$ cat src/rtl/deemph_pkg.sv
package deemph_pkg;

  localparam int SMP_W  = 20;
  localparam int COEF_W = 18;
  localparam int FRAC_W = 16;

  typedef enum logic [1:0] {
    DM_R441 = 2'b00,
    DM_OFF  = 2'b01,
    DM_R48  = 2'b10,
    DM_R32  = 2'b11
  } de_mode_e;

  // bilinear-transformed shelf coefficients, scaled by 2^FRAC_W
  localparam logic signed [COEF_W-1:0] B0_441 = 18'sd28141;
  localparam logic signed [COEF_W-1:0] B1_441 = -18'sd3913;
  localparam logic signed [COEF_W-1:0] A1_441 = -18'sd41308;
  localparam logic signed [COEF_W-1:0] B0_48  = 18'sd27570;
  localparam logic signed [COEF_W-1:0] B1_48  = -18'sd4972;
  localparam logic signed [COEF_W-1:0] A1_48  = -18'sd42937;
  localparam logic signed [COEF_W-1:0] B0_32  = 18'sd30583;
  localparam logic signed [COEF_W-1:0] B1_32  = 18'sd624;
  localparam logic signed [COEF_W-1:0] A1_32  = -18'sd34328;

endpackage

$ cat src/rtl/deemph_coef_sel.sv
module deemph_coef_sel
  import deemph_pkg::*;
#(
  parameter int COEF_W = deemph_pkg::COEF_W
) (
  input  logic [1:0]               mode_sel,
  output logic signed [COEF_W-1:0] b0,
  output logic signed [COEF_W-1:0] b1,
  output logic signed [COEF_W-1:0] a1,
  output logic                     bypass
);

  always_comb begin
    bypass = 1'b0;
    b0     = '0;
    b1     = '0;
    a1     = '0;
    unique case (de_mode_e'(mode_sel))
      DM_R441: begin b0 = COEF_W'(B0_441); b1 = COEF_W'(B1_441); a1 = COEF_W'(A1_441); end
      DM_R48:  begin b0 = COEF_W'(B0_48);  b1 = COEF_W'(B1_48);  a1 = COEF_W'(A1_48);  end
      DM_R32:  begin b0 = COEF_W'(B0_32);  b1 = COEF_W'(B1_32);  a1 = COEF_W'(A1_32);  end
      default: bypass = 1'b1;
    endcase
  end

endmodule

$ cat src/rtl/deemph_chan.sv
module deemph_chan #(
  parameter int DATA_W = 20,
  parameter int COEF_W = 18,
  parameter int FRAC_W = 16
) (
  input  logic                     clk,
  input  logic                     rst_n,
  input  logic                     smp_en,
  input  logic                     hist_clr,
  input  logic                     bypass,
  input  logic signed [COEF_W-1:0] b0,
  input  logic signed [COEF_W-1:0] b1,
  input  logic signed [COEF_W-1:0] a1,
  input  logic signed [DATA_W-1:0] x_in,
  output logic signed [DATA_W-1:0] y_out
);

  localparam int ACC_W = DATA_W + COEF_W + 2;
  localparam logic signed [ACC_W-1:0] RND  = ACC_W'(1) <<< (FRAC_W - 1);
  localparam logic signed [ACC_W-1:0] MAXV = (ACC_W'(1) <<< (DATA_W - 1)) - ACC_W'(1);
  localparam logic signed [ACC_W-1:0] MINV = -(ACC_W'(1) <<< (DATA_W - 1));

  logic signed [DATA_W-1:0] x1_q, x1_d, y1_q, y1_d, y_q, y_d;
  logic signed [DATA_W-1:0] x1_use, y1_use, y_sat;
  logic signed [ACC_W-1:0]  p_cur, p_old, p_fb, acc, shf;

  // arithmetic path
  always_comb begin
    x1_use = hist_clr ? '0 : x1_q;
    y1_use = hist_clr ? '0 : y1_q;
    p_cur  = ACC_W'(x_in)   * ACC_W'(b0);
    p_old  = ACC_W'(x1_use) * ACC_W'(b1);
    p_fb   = ACC_W'(y1_use) * ACC_W'(a1);
    acc    = p_cur + p_old - p_fb + RND;
    shf    = acc >>> FRAC_W;
    if (shf > MAXV)      y_sat = MAXV[DATA_W-1:0];
    else if (shf < MINV) y_sat = MINV[DATA_W-1:0];
    else                 y_sat = shf[DATA_W-1:0];
  end

  // next state
  always_comb begin
    y_d  = y_q;
    x1_d = x1_use;
    y1_d = y1_use;
    if (smp_en) begin
      if (bypass) begin
        y_d  = x_in;
        x1_d = '0;
        y1_d = '0;
      end else begin
        y_d  = y_sat;
        x1_d = x_in;
        y1_d = y_sat;
      end
    end
  end

  always_ff @(posedge clk or negedge rst_n) begin
    if (!rst_n) begin
      x1_q <= '0;
      y1_q <= '0;
      y_q  <= '0;
    end else begin
      x1_q <= x1_d;
      y1_q <= y1_d;
      y_q  <= y_d;
    end
  end

  assign y_out = y_q;

endmodule

$ cat src/rtl/deemph_stereo.sv
module deemph_stereo
  import deemph_pkg::*;
#(
  parameter int DATA_W = deemph_pkg::SMP_W,
  parameter int COEF_W = deemph_pkg::COEF_W,
  parameter int FRAC_W = deemph_pkg::FRAC_W
) (
  input  logic              clk,
  input  logic              rst_n,
  input  logic [1:0]        mode_sel,
  input  logic              in_vld,
  input  logic [DATA_W-1:0] in_left,
  input  logic [DATA_W-1:0] in_right,
  output logic              out_vld,
  output logic [DATA_W-1:0] out_left,
  output logic [DATA_W-1:0] out_right
);

  localparam int NCH = 2;

  logic signed [COEF_W-1:0] c_b0, c_b1, c_a1;
  logic                     bypass;
  logic [1:0]               mode_q;
  logic                     hist_clr;
  logic                     vld_q, vld_d;
  logic signed [DATA_W-1:0] ch_in  [NCH];
  logic signed [DATA_W-1:0] ch_out [NCH];

  deemph_coef_sel #(.COEF_W(COEF_W)) coef_i (
    .mode_sel (mode_sel),
    .b0       (c_b0),
    .b1       (c_b1),
    .a1       (c_a1),
    .bypass   (bypass)
  );

  assign hist_clr = bypass | (mode_sel != mode_q);
  assign vld_d    = in_vld;
  assign ch_in[0] = in_left;
  assign ch_in[1] = in_right;

  always_ff @(posedge clk or negedge rst_n) begin
    if (!rst_n) begin
      mode_q <= 2'b01;
      vld_q  <= 1'b0;
    end else begin
      mode_q <= mode_sel;
      vld_q  <= vld_d;
    end
  end

  for (genvar gi = 0; gi < NCH; gi++) begin : g_ch
    deemph_chan #(
      .DATA_W (DATA_W),
      .COEF_W (COEF_W),
      .FRAC_W (FRAC_W)
    ) chan_i (
      .clk      (clk),
      .rst_n    (rst_n),
      .smp_en   (in_vld),
      .hist_clr (hist_clr),
      .bypass   (bypass),
      .b0       (c_b0),
      .b1       (c_b1),
      .a1       (c_a1),
      .x_in     (ch_in[gi]),
      .y_out    (ch_out[gi])
    );
  end

  assign out_vld   = vld_q;
  assign out_left  = ch_out[0];
  assign out_right = ch_out[1];

endmodule

$ cat config.mk
export PLATFORM = sky130hd
export DESIGN_NAME = deemph_stereo
export DESIGN_NICKNAME = d
export VERILOG_FILES = /design/src/rtl/deemph_pkg.sv /design/src/rtl/deemph_coef_sel.sv /design/src/rtl/deemph_chan.sv /design/src/rtl/deemph_stereo.sv
export SDC_FILE = /design/constraint.sdc
export NUM_CORES = 2
export LEC_CHECK = 0
export ABC_AREA = 1
export BUFFER_PORTS_ARGS = -buffer_cell sky130_fd_sc_hd__buf_4
export CAP_MARGIN = 10
export CORE_ASPECT_RATIO = 0.5
export CORE_MARGIN = 2
export CORE_UTILIZATION = 50
export DETAILED_ROUTE_END_ITERATION = 16
export PLACE_DENSITY = 0.65
export SLEW_MARGIN = 30
export SYNTH_ARGS = -nofsm -noshare
export SYNTH_HDL_FRONTEND = slang
export SYNTH_HIERARCHICAL = 1
export SYNTH_SLANG_ARGS = --single-unit
$ cat constraint.sdc
create_clock -name clk -period 14.68 [get_ports clk]
set_input_delay 0 -clock clk [delete_from_list [all_inputs] [get_ports clk]]
set_output_delay 0 -clock clk [all_outputs]
set_load 0.005 [all_outputs]
**Word-level counts from Yosys, hierarchy flattened**

Cells that the tools add are included.
Widths: inputs -> output; s select.

- Output and inout bits: 41
- Bits in registers: 123
- Input port bits: 45
- Word-level logic and storage cells: 52

- Multiply operators: 6
- Equality and inequality tests: 3
- Reduce and logical (&&, ||, !) cells: 2
- Order comparisons: 4
- Bitwise logic cells: 1
- $add $sub $neg: 6
- Mux-type cells: 22

Operator list:

| kind | number |
|---|---|
| $mux 20 | 18 |
| $mul 20x18->38 | 4 |
| $pmux 18 s3 | 2 |
| $add 40x17->40 const B | 2 |
| $add 40x40->40 | 2 |
| $sub 40x40->40 | 2 |
| $mul 20x16->36 | 2 |
| $gt 24x20->1 const B | 2 |
| $lt 24x20->1 const B | 2 |
| $pmux 15 s3 | 1 |
| $eq 2x2->1 const B | 2 |
| $reduce_or 3->1 | 1 |
| $logic_not 2->1 | 1 |
| $ne 2x2->1 | 1 |
| $mux 1 | 1 |
| $or 1x1->1 | 1 |

**Longest topological paths before layout**

- Word-level depth: 14
- Gate-level depth with buffers: 47
- Depth with buffers taken out: 44

**Cells and area by module**

The synthesis kept the hierarchy.

By module, submodules not included:

| module | sequential area each (µm²) | times used | area an instance (µm²) | cells an instance |
|---|---|---|---|---|
| deemph_chan (g_ch[0].chan_i) | 1,501.4 | 1 | 43,870.8 | 5,137 |
| deemph_chan (g_ch[1].chan_i) | 1,501.4 | 1 | 43,670.6 | 5,129 |
| deemph_coef_sel | 0.0 | 1 | 461.7 | 62 |
| deemph_stereo | 76.3 | 1 | 120.1 | 13 |

**Worst setup path after synthesis**

Ideal clock, no wire load.

- Kind: flip-flop to flip-flop
- From: reg mode_q[0]
- To: reg g_ch[0].chan_i.y1_q[10]
- Path slack: 5.809 ns
- Arrival time: 8.753 ns
- Setup time: 0.118 ns
- Buffers on the path: 3
- Cell stages (with the launch flop): 43
- Data required time: 14.562 ns
- Path through: dfstp_2 -> inv_1 -> a21oi_2 -> nand3_1 -> inv_1 -> clkbuf_1 -> nand2_1 -> clkbuf_1 -> nor2_1 -> inv_1 -> fa_1 -> fa_1 -> inv_1 -> fa_1 -> inv_1 -> fa_1 -> inv_1 -> fa_1 -> [... 7 more ...] -> fa_1 -> inv_1 -> ha_1 -> inv_1 -> o21ai_0 -> a31oi_1 -> nand2_1 -> a21oi_1 -> nand2_1 -> nand2_1 -> nand2_2 -> nor2_4 -> nand2_2 -> o21ai_4 -> buf_6 -> nand2_1 -> nand2_1 -> nand2_1

- Word-level cells in the longest chain between the ends: 12
- Elaborated cells on any way between the ends: 15
- Classes of those cells: 3 x add/sub; 2 x mul; 2 x order compare; 1 x eq/ne; 6 x mux; 1 x bitwise

RTL lines:

| item | RTL line | RTL |
|---|---|---|
| start, declared | deemph_stereo.sv:23 | `logic [1:0] mode_q;` |
| start signal, assigned | deemph_stereo.sv:47 | `mode_q <= mode_sel;` |
| $ne 2x2->1 * | deemph_stereo.sv:37 | `assign hist_clr = bypass \| (mode_sel != mode_q);` |
| $or 1x1->1 * | deemph_stereo.sv:37 |  |
| net hist_clr | deemph_stereo.sv:24 | `logic hist_clr;` |
| $mux 20 | deemph_chan.sv:29 | `x1_use = hist_clr ? '0 : x1_q;` |
| $mul 20x18->38 | deemph_chan.sv:32 | `p_old = ACC_W'(x1_use) * ACC_W'(b1);` |
| $add 40x40->40 | deemph_chan.sv:34 | `acc = p_cur + p_old - p_fb + RND;` |
| $sub 40x40->40 | deemph_chan.sv:34 |  |
| $add 40x17->40 | deemph_chan.sv:34 |  |
| $lt 24x20->1 | deemph_chan.sv:37 | `else if (shf < MINV) y_sat = MINV[DATA_W-1:0];` |
| $mux 20 | deemph_chan.sv:37 |  |
| $mux 20 | deemph_chan.sv:36 | `if (shf > MAXV) y_sat = MAXV[DATA_W-1:0];` |
| $mux 20 | deemph_chan.sv:47 | `if (bypass) begin` |
| $mux 20 * | deemph_chan.sv:46 | `if (smp_en) begin` |
| net g_ch[0].chan_i.y1_d[10] | deemph_chan.sv:23 | `logic signed [DATA_W-1:0] x1_q, x1_d, y1_q, y1_d, y_q, y_d;` |
| end signal, assigned | deemph_chan.sv:66 | `y1_q <= y1_d;` |
| end, declared | deemph_chan.sv:23 |  |

Mark *: on every way through the listed nets, which the timed path passes. The rest lies on a longest branch.
A chain may end at the register's enable or synchronous reset.

**Final worst setup path**

- From: in mode_sel[1]
- To: reg g_ch[0].chan_i.y_q[4]

- Word-level cells in the longest chain between the ends: 13
- Elaborated cells on any way between the ends: 23
- Classes of those cells: 3 x add/sub; 3 x mul; 2 x order compare; 3 x eq/ne; 9 x mux; 1 x bitwise; 2 x reduce/logical

RTL lines:

| item | RTL line | RTL |
|---|---|---|
| start, declared | deemph_stereo.sv:10 | `input logic [1:0] mode_sel,` |
| $eq 2x2->1 or $logic_not 2->1 (tied branches) | deemph_coef_sel.sv:18 | `unique case (de_mode_e'(mode_sel))` |
| $reduce_or 3->1 (no source line) * | - |  |
| $mux 1 * | deemph_coef_sel.sv:18 |  |
| net bypass | deemph_stereo.sv:22 | `logic bypass;` |
| $or 1x1->1 * | deemph_stereo.sv:37 |  |
| net hist_clr | deemph_stereo.sv:24 |  |
| $mux 20 | deemph_chan.sv:29 |  |
| $mul 20x18->38 | deemph_chan.sv:32 |  |
| $add 40x40->40 | deemph_chan.sv:34 |  |
| $sub 40x40->40 * | deemph_chan.sv:34 |  |
| $add 40x17->40 * | deemph_chan.sv:34 |  |
| $lt 24x20->1 | deemph_chan.sv:37 |  |
| $mux 20 | deemph_chan.sv:37 |  |
| $mux 20 * | deemph_chan.sv:36 |  |
| $mux 20 * | deemph_chan.sv:47 |  |
| end signal, assigned | deemph_chan.sv:67 | `y_q <= y_d;` |
| end, declared | deemph_chan.sv:23 |  |

Marked as above.

==> results.md <==
* Status: finished, final reports clean
* Final period util at 77.6%
* Path depth of the worst reg2reg path at 35
* Reg2Reg Setup Slack at 3.60 ns
* Synthesis Warnings at 6
* Post-CTS setup buffers at 0
* Critical Path Sink Type: register
* Hold depth at 3
* R2r endpoint: g_ch[0].chan_i/y_out[4]$_DFFE_PN0P_
* Max cap viols at 0
* Fillers at 16500
* Drt initial violations at 4690
* CTS tree: done
* Top cell by count, worst path: fa_1
* Mapped Cells at 10300
* HP Class: in2reg
* Max Freq at 87.8 MHz
* Register Area at 3080 um2
* Max stage delay cell, worst path: clkinv_1
* Min Tclk post-route at 11.39 ns
* Port buffer count at 85
* Die Area at 180000 um2
* WS Path Type: in2reg
* Worst EP required at 15.03 ns
* Rows at 108
* WHS Endpoint: g_ch[0].chan_i/x1_q[1]$_DFF_PN0_
* CP Buf/Inv Count at 11
* Reg-to-Reg Start: mode_q[0]$_DFF_PN1_
* Setup TNS Final at 0 ns
* Drt pass-1 iters at 6
* DR WL/cell at 20.9 um
* Via count at 63900
* Post-synth ARST share at 100%
* RePlAce Congestion at 0.997
* Antenna violations before repair at 6
* DIE HEIGHT at 301 um
* Critical Path AT at 11.74 ns
* Count of clock tree sinks at 123
* Max stage delay on crit path at 0.88 ns
* Final worst setup slack at 3.29 ns
* Commonest cells after routing, fill and taps aside: inv_1, fa_1, nand2_1
* Rel. slew slack at 31.3%
* Hold slack at 0.0301 ns
* Cell area after layout at 91000 um2
* Max FO, Critical Path at 40
* Vias in the first global route at 70500
* Post-Syn Area at 88100 um2
* Post-synth EDFFs at 0
* Vias per cell at 5.14
* Starting Density at 50.6%
* Clock Skews at 0.0174 ns
* Total core area at 174000 um2
* Area after DPL at 90300 um2
* Worst skew pair latency at 0.48 ns
* Die Wd at 598 um
* DRT Wirelength at 260000 um
* Worst hold start: in_left[1]
* Largest net degree at the start of global routing at 125
* Sequential area share after synthesis at 3.49%
* CTS H-tree lvls at 4
* Clk root buf: clkbuf_16
* Ratio of cells with drive above 1 in the final layout at 2.53%
* Leading cell type in the layout, fill and taps excluded: inv_1
* Dpl ws at 3.61 ns
* First-pass GRT wire length at 413000 um
* DRC violations left at 0
* Number of distinct library cells after synthesis at 47
* Endpoints failing setup at 0
* Post-Syn Area per Cell at 8.52 um2
* CP top delay family: adder cells
* Final hold vios at 0
* Final Max Slew Viols at 0
* Num CTS Buffers at 17
* Layout area overhead at 3.26%
* Overall Global Routing Usage at 30.7%
* Reg clk slew, reported paths at 0.06 ns
* Fin nets at 13100
* CTS Buffer Depth at 2
* Worst-margin pin slew at 1.03 ns
* Critical Path Start Type: primary input
* RSZ-0062 raised after global routing: no
* Dpl hpwl at 218000 um
* Multi-input logic area at 70900 um2
* Routed Antenna Nets at 0
* IO Pins at 86
* Grt ovf at 0
* Ys flop type: dfrtp_1
* #FFs+latches synth at 123
[cell usage after synthesis (6+ instances only)]
cell,number,area [um2]
inv_1,3284,12300
fa_1,2534,50700
nand2_1,2212,8300
nor2_1,828,3110
ha_1,466,5830
clkbuf_1,295,1110
dfrtp_1,122,3050
a21oi_1,73,365
nand3_1,64,320
o21ai_0,62,310
buf_1,52,195
buf_4,49,368
clkinv_1,40,150
o22ai_1,40,250
nand2_2,34,213
xnor2_1,33,289
xor2_1,33,289
nor2_2,17,106
o21bai_1,16,120
inv_2,11,41.3
nand4_1,10,62.6
nor3_1,9,45.0
a31oi_1,8,50.1
nand3_2,6,60.1
[final cells by class]
type	instances	area share (%)
multi-input combinational	6487	77.9
inverter	3335	13.8
sequential	123	3.38
tap	2310	3.18
timing repair buffer	129	1.12
clock buffer	18	0.483
clock inverter	14	0.176
antenna	1	0.00275
[worst max-delay path by stage]
stage                              from                              endpoint  depth (start not counted)
CTS                         mode_sel[1]   g_ch[0].chan_i/y_out[4]$_DFFE_PN0P_                         42
global placement            mode_sel[1]      g_ch[0].chan_i/y1_q[5]$_DFF_PN0_                         43
finish                      mode_sel[1]   g_ch[0].chan_i/y_out[4]$_DFFE_PN0P_                         38
detailed placement          mode_sel[1]   g_ch[0].chan_i/y_out[5]$_DFFE_PN0P_                         41
floorplan           mode_q[0]$_DFF_PN1_     g_ch[0].chan_i/y1_q[10]$_DFF_PN0_                         42
global route                mode_sel[1]  g_ch[0].chan_i/y_out[13]$_DFFE_PN0P_                         38
[worst register-to-register path, delay by kind of cell (launching register included)]
family	cells	cell delay (ns)
adders and majority gates	10	5.21
buffers and inverters	9	1.74
AOI/OAI and AO/OA	2	0.37
DFF	1	0.53
and+or+nand+nor	14	3.12
[cells by family after synthesis]
group,count (synthesis),share of synthesized area [%]
xor+xnor,66,0.656
flops,123,3.49
buf+inv,3737,16.2
other cells,1,0.00426
fa+ha+maj,3000,64.2
compound gates,215,1.41
simple gates,3199,14.1
[metal layers]
metal  global-route usage [%]  up-vias  wire (um)
met2                     51.1     2532     124000
met3                     4.48      632      19000
met5                        0        -         71
met4                     17.2       10      18200
li1                         -    27700          -
met1                     38.9    33000      98400
[state kept, by name, indices dropped and copies added, names as in the netlist]
| signal | flops |
|---|---|
| g_ch.chan_i/x1_q | 40 |
| g_ch.chan_i/y1_q | 40 |
| g_ch.chan_i/y_out | 40 |
| mode_q | 2 |
| out_vld | 1 |
[stage by stage]
stage | std cells | utilization (%)
after floorplan | 10300 | -
after global placement | 12400 | 51.8
after detailed placement | 12400 | 51.8
after CTS | 12400 | 52.2
after global routing | 12400 | 52.2
final | 12400 | 52.2
[what timing repair did]
action | 4_1_cts | 5_1_grt
resized for setup | 0 | 0
hold endpoints to repair | 62 | 0
hold buffers | 4 | 0
endpoints found under the setup margin | 0 | 0
Power is left out: the tool's default activity adds up to more than one toggle a clock period on the data nets, which glitch-free logic cannot reach.
